`src/rtl/alm_cond_pkg.sv`:
```
package alm_cond_pkg;

  localparam int ALM_PER_CH = 3;

  // Bit order inside a channel's alarm group; software decodes these positions.
  typedef struct packed {
    logic par;
    logic los;
    logic oof;
  } alm_vec_t;

endpackage

```
`src/rtl/alm_rst_sync.sv`:
```
module alm_rst_sync #(
  parameter int STAGES = 2
) (
  input  logic clk,
  input  logic arst_n,
  output logic rst_n_o
);

  logic [STAGES-1:0] sync_q;

  always_ff @(posedge clk or negedge arst_n) begin
    if (!arst_n) begin
      sync_q <= '0;
    end else begin
      sync_q <= {sync_q[STAGES-2:0], 1'b1};
    end
  end

  assign rst_n_o = sync_q[STAGES-1];

endmodule

```
`src/rtl/alm_chan_cond.sv`:
```
module alm_chan_cond #(
  parameter int DATA_W = 8
) (
  input  logic              clk,
  input  logic              rst_n,
  input  logic              frame_start_i,
  input  logic [DATA_W-1:0] data_i,
  input  logic              prov_i,
  input  logic              oof_i,
  input  logic              los_i,
  input  logic              perr_i,
  input  logic              ais_sel_i,
  output logic [DATA_W-1:0] data_o,
  output logic              subst_o,
  output logic              ds_err_o
);

  localparam logic [DATA_W-1:0] FILL_ONES  = {DATA_W{1'b1}};
  localparam logic [DATA_W-1:0] FILL_ZEROS = {DATA_W{1'b0}};

  logic              defect;
  logic              subst_q, subst_d, subst_en;
  logic              mode_q, mode_d;
  logic [DATA_W-1:0] fill;
  logic [DATA_W-1:0] dat_q, dat_d;
  logic              ds_q, ds_d;

  // Next-state: substitution and filler choice move only on the frame strobe.
  always_comb begin
    defect   = ~prov_i | oof_i | los_i;
    subst_en = frame_start_i;
    subst_d  = subst_en ? defect    : subst_q;
    mode_d   = subst_en ? ais_sel_i : mode_q;
    fill     = mode_d ? FILL_ONES : FILL_ZEROS;
    dat_d    = subst_d ? fill : data_i;
    ds_d     = perr_i & ~subst_d;
  end

  always_ff @(posedge clk or negedge rst_n) begin
    if (!rst_n) begin
      subst_q <= 1'b1;
      mode_q  <= 1'b0;
    end else if (subst_en) begin
      subst_q <= subst_d;
      mode_q  <= mode_d;
    end
  end

  always_ff @(posedge clk or negedge rst_n) begin
    if (!rst_n) begin
      dat_q <= FILL_ZEROS;
      ds_q  <= 1'b0;
    end else begin
      dat_q <= dat_d;
      ds_q  <= ds_d;
    end
  end

  assign data_o   = dat_q;
  assign subst_o  = subst_q;
  assign ds_err_o = ds_q;

endmodule

```
`src/rtl/alm_chan_latch.sv`:
```
module alm_chan_latch
  import alm_cond_pkg::*;
(
  input  logic                  clk,
  input  logic                  rst_n,
  input  logic                  prov_i,
  input  logic                  oof_i,
  input  logic                  los_i,
  input  logic                  perr_i,
  input  logic [ALM_PER_CH-1:0] clr_i,
  output logic [ALM_PER_CH-1:0] alarm_o,
  output logic [ALM_PER_CH-1:0] sticky_o
);

  alm_vec_t              raw;
  alm_vec_t              alm_q;
  logic [ALM_PER_CH-1:0] chg;
  logic [ALM_PER_CH-1:0] stk_q, stk_d;

  always_comb begin
    raw.oof = prov_i & oof_i;
    raw.los = prov_i & los_i;
    raw.par = prov_i & perr_i & ~oof_i & ~los_i;
    chg     = raw ^ alm_q;
    stk_d   = (stk_q & ~clr_i) | chg;
  end

  always_ff @(posedge clk or negedge rst_n) begin
    if (!rst_n) begin
      alm_q <= '0;
      stk_q <= '0;
    end else begin
      alm_q <= raw;
      stk_q <= stk_d;
    end
  end

  assign alarm_o  = alm_q;
  assign sticky_o = stk_q;

endmodule

```
`src/rtl/alm_irq_merge.sv`:
```
module alm_irq_merge #(
  parameter int N = 12
) (
  input  logic [N-1:0] sticky_i,
  input  logic [N-1:0] mask_i,
  output logic         irq_o
);

  assign irq_o = |(sticky_i & mask_i);

endmodule

```
`src/rtl/alm_input_cond.sv`:
```
module alm_input_cond
  import alm_cond_pkg::*;
#(
  parameter int NUM_CH = 4,
  parameter int DATA_W = 8
) (
  input  logic                     clk,
  input  logic                     rst_n,
  input  logic                     frame_start_i,
  input  logic [NUM_CH*DATA_W-1:0] ch_data_i,
  input  logic [NUM_CH-1:0]        prov_i,
  input  logic [NUM_CH-1:0]        oof_i,
  input  logic [NUM_CH-1:0]        los_i,
  input  logic [NUM_CH-1:0]        perr_i,
  input  logic [NUM_CH-1:0]        ais_sel_i,
  input  logic [3*NUM_CH-1:0]      irq_mask_i,
  input  logic                     clr_we_i,
  input  logic [3*NUM_CH-1:0]      clr_data_i,
  output logic [NUM_CH*DATA_W-1:0] ch_data_o,
  output logic [NUM_CH-1:0]        subst_o,
  output logic [NUM_CH-1:0]        ds_err_o,
  output logic [3*NUM_CH-1:0]      alarm_o,
  output logic [3*NUM_CH-1:0]      sticky_o,
  output logic                     irq_o
);

  localparam int ALM_W = ALM_PER_CH * NUM_CH;

  logic             rst_int_n;
  logic [ALM_W-1:0] clr_word;

  alm_rst_sync #(.STAGES(2)) u_rst (
    .clk     (clk),
    .arst_n  (rst_n),
    .rst_n_o (rst_int_n)
  );

  assign clr_word = clr_we_i ? clr_data_i : '0;

  for (genvar c = 0; c < NUM_CH; c++) begin : g_ch
    alm_chan_cond #(.DATA_W(DATA_W)) u_cond (
      .clk           (clk),
      .rst_n         (rst_int_n),
      .frame_start_i (frame_start_i),
      .data_i        (ch_data_i[c*DATA_W +: DATA_W]),
      .prov_i        (prov_i[c]),
      .oof_i         (oof_i[c]),
      .los_i         (los_i[c]),
      .perr_i        (perr_i[c]),
      .ais_sel_i     (ais_sel_i[c]),
      .data_o        (ch_data_o[c*DATA_W +: DATA_W]),
      .subst_o       (subst_o[c]),
      .ds_err_o      (ds_err_o[c])
    );

    alm_chan_latch u_latch (
      .clk      (clk),
      .rst_n    (rst_int_n),
      .prov_i   (prov_i[c]),
      .oof_i    (oof_i[c]),
      .los_i    (los_i[c]),
      .perr_i   (perr_i[c]),
      .clr_i    (clr_word[c*ALM_PER_CH +: ALM_PER_CH]),
      .alarm_o  (alarm_o[c*ALM_PER_CH +: ALM_PER_CH]),
      .sticky_o (sticky_o[c*ALM_PER_CH +: ALM_PER_CH])
    );
  end

  alm_irq_merge #(.N(ALM_W)) u_irq (
    .sticky_i (sticky_o),
    .mask_i   (irq_mask_i),
    .irq_o    (irq_o)
  );

endmodule

```
`config.mk`:
```
export PLATFORM = sky130hd
export DESIGN_NAME = alm_input_cond
export DESIGN_NICKNAME = d
export VERILOG_FILES = /design/src/rtl/alm_cond_pkg.sv /design/src/rtl/alm_rst_sync.sv /design/src/rtl/alm_chan_cond.sv /design/src/rtl/alm_chan_latch.sv /design/src/rtl/alm_irq_merge.sv /design/src/rtl/alm_input_cond.sv
export SDC_FILE = /design/constraint.sdc
export NUM_CORES = 1
export LEC_CHECK = 0
export ABC_AREA = 1
export BUFFER_PORTS_ARGS = -buffer_cell sky130_fd_sc_hd__buf_2
export CORE_MARGIN = 4
export CORE_UTILIZATION = 46
export DETAILED_ROUTE_END_ITERATION = 8
export MAX_ROUTING_LAYER = met4
export PLACE_DENSITY = 0.8
export SLEW_MARGIN = 10
export SYNTH_ARGS = -nofsm -noshare
export SYNTH_HDL_FRONTEND = slang
export SYNTH_SLANG_ARGS = --single-unit
```
`constraint.sdc`:
```
create_clock -name clk -period 2.85 [get_ports clk]
set_input_delay 0.57 -clock clk [delete_from_list [all_inputs] [get_ports clk]]
set_output_delay 0.57 -clock clk [all_outputs]
set_load 0.005 [all_outputs]
```
==> results.txt <==
Unrepaired setup endpoints after global routing: no
Detail Route Antenna Nets: 0
Most used cell, CP: nand2_1
Tot Pwr: 0.002230 W
Place WS: 1.012 ns
Largest net degree at the start of global routing: 28
DPL Wire Length: 5.759 mm
Iter 0 DRT Violations: 86
CP required: 2.28 ns
Via Count: 2,611
Pwr dens: 567.8 nW/um^2
Multi-input gate area: 1028 sq um
CP max FO: 3
Final nets: 548
Status: complete, no violations
R2r startpoint: u_rst.sync_q[1]
Die Span Y: 88.76 um
IO Count: 145
CP top delay family: simple AND/OR/NAND/NOR gates
Seq/Total Area, Yosys: 0.5855
FF+latch count, synth: 70
CTS tree: yes
Core footprint: 6350 sq um
Max Cap Viol: 0
Cells after synthesis: 321
Worst Skew: 0.01146 ns
Post-CTS Resized: 0
GR Overflow Total: 0
CTS buffer count: 9
Buffer and inverter count on the worst path: 1
First-pass GRT wire length: 11.42 mm
Placed Instance Area: 3742 sq um
Levels on crit path: 5
Vias in the first global route: 2,543
Setup Fix Bufs, Post-CTS: 0
Setup crit end kind: primary output
Slew headroom: 0.6504
Worst Path Arrival: 1.35 ns
Antenna violations before repair: 0
Clock H-tree levels: 3
Die Footprint: 7878 sq um
Later-pin clock latency in the skew report: 0.34 ns
Critical Path Start Type: register
Worst-margin pin slew: 0.5244 ns
Fillers: 567
PortBufs: 144
Die W: 88.76 um
Setup WS post-layout: 0.9334 ns
TNS Setup: 0 ns
Final Max Tran Viols: 0
Syn Area/Cell: 9.347 sq um
Reg clk slew, reported paths: 0.08 ns
RePlAce Congestion: 0.8371
Area grow syn2layout: 30.90%
Routed Wire Length: 7.409 mm
CTS root buffer: clkbuf_8
Period utilisation layout: 0.6725
Final non-filler cell area: 3928 sq um
Fin cells: 550
Wire per inst: 13.47 um
Register area: 1758 sq um
Antenna Cells: 0
Fmax: 521.8 MHz
Share of cells above drive strength 1: 0.4101
Worst path cell trace: nand2_1, nand2_1, nor2_1, nand3_1, buf_2
R2R depth: 1
Gr usage total: 0.1968
Reg2reg setup slack: 1.82 ns
Vias/cell: 4.747
Period minus WS final: 1.917 ns
Syn_nets: 401
Initial core utilization: 0.4725
DRC: 0
Final setup vio count: 0
Yosys cell types: 19
DR pass1 iterations: 4
Post-CTS Hold Buffers: 1
Crit-path max cell delay: 0.42 ns
Reg2reg end: g_ch[2].u_cond.subst_o
Ys Warns: 0
Worst hold path type: reg2async
Row count: 29
Post-Syn Area: 3000 sq um
Clock Sinks: 70
CP Class: reg2out
Critical path's slowest cell: dfrtp_1
Max VDD drop: 0.3448 mV
Number of hold-slack violations in the final timing report: 0
Placed Instances: 533
Clock tree buffer depth: 2
Leak Pwr: 2.297 nW
Yosys cell counts:
library cell	count	share of area
buf_2	1	0.0017
buf_4	8	0.020
buf_6	1	0.0038
buf_8	1	0.0050
conb_1	1	0.0012
dfrtp_1	66	0.55
dfstp_2	4	0.035
inv_1	32	0.040
inv_2	1	0.0012
nand2_1	104	0.13
nand2_2	16	0.033
nand2_4	2	0.0075
nand3_1	53	0.088
nand3_4	4	0.023
nand4_1	4	0.0083
nand4_2	4	0.017
nor2_1	7	0.0088
or2_0	8	0.017
or2_1	4	0.0083
where the power goes:
| group | total (W) | internal, W | switching, W |
|---|---|---|---|
| Combinational | 0.000380 | 0.000170 | 0.000209 |
| Clock | 0.000707 | 0.000334 | 0.000373 |
| Sequential | 0.00114 | 0.00110 | 0.0000483 |
| Total | 0.00223 | 0.00160 | 0.000630 |
sequential cells by signal (all words and copies together) (netlist names):
signal	cells
g_ch.u_cond.data_o	32
g_ch.u_cond.ds_err_o	4
g_ch.u_cond.mode_q	4
g_ch.u_cond.subst_o	4
g_ch.u_latch.alarm_o	12
g_ch.u_latch.sticky_o	12
u_rst.sync_q	2
cell usage in the layout (no fill, tap or decap), types with 2 or more instances in the layout:
master,n
nand4_2,4
dfstp_2,4
nand4_1,4
clkinv_2,3
clkbuf_8,10
nand3_4,4
nand3_1,53
buf_4,2
nor2_1,7
clkinvlp_4,3
or2_1,4
buf_2,144
nand2_2,16
inv_1,32
dfrtp_1,65
nand2_1,104
or2_0,8
nand2_4,2
worst max path at each step:
stage | slack [ns] | endpoint | startpoint
after global routing | 0.83 | irq_o | g_ch[1].u_latch.sticky_o[0]
after detailed placement | 1.01 | irq_o | irq_mask_i[3]
after global placement | 0.99 | irq_o | irq_mask_i[3]
after floorplan | 0.76 | g_ch[0].u_cond.data_o[0] | u_rst.sync_q[1]
final | 0.93 | irq_o | g_ch[1].u_latch.sticky_o[0]
after CTS | 0.90 | irq_o | g_ch[1].u_latch.sticky_o[0]
stage by stage:
stage                     hold slack (ns)    util
final                              0.2430  0.6185
after global placement             0.2515  0.5894
after detailed placement           0.2628  0.5894
after floorplan                    0.2744       -
after global routing               0.3010  0.6185
after CTS                          0.2640  0.6185
final cells by class:
type | count | area share
Multi-Input combinational cell | 207 | 0.2619
Inverter | 33 | 0.03154
Timing Repair Buffer | 147 | 0.1899
Clock inverter | 6 | 0.009557
Clock buffer | 10 | 0.03504
Sequential cell | 70 | 0.4476
Tap cell | 77 | 0.02453
routing by layer:
layer  GRT usage  part of all wire  vias to the layer above
met1      0.2419              0.42                     1225
met5           -                 0                        -
li1            -                 -                     1295
met4     0.08516             0.014                        0
met2      0.3151              0.50                       81
met3     0.03911             0.065                       10
cells by family after synthesis:
logic type    count (synthesis)  share of synthesized area
simple gates                206                     0.3415
flops                        70                     0.5855
buf+inv                      44                    0.07172
other cells                   1                   0.001250
(Power assumes the default switching activity.)
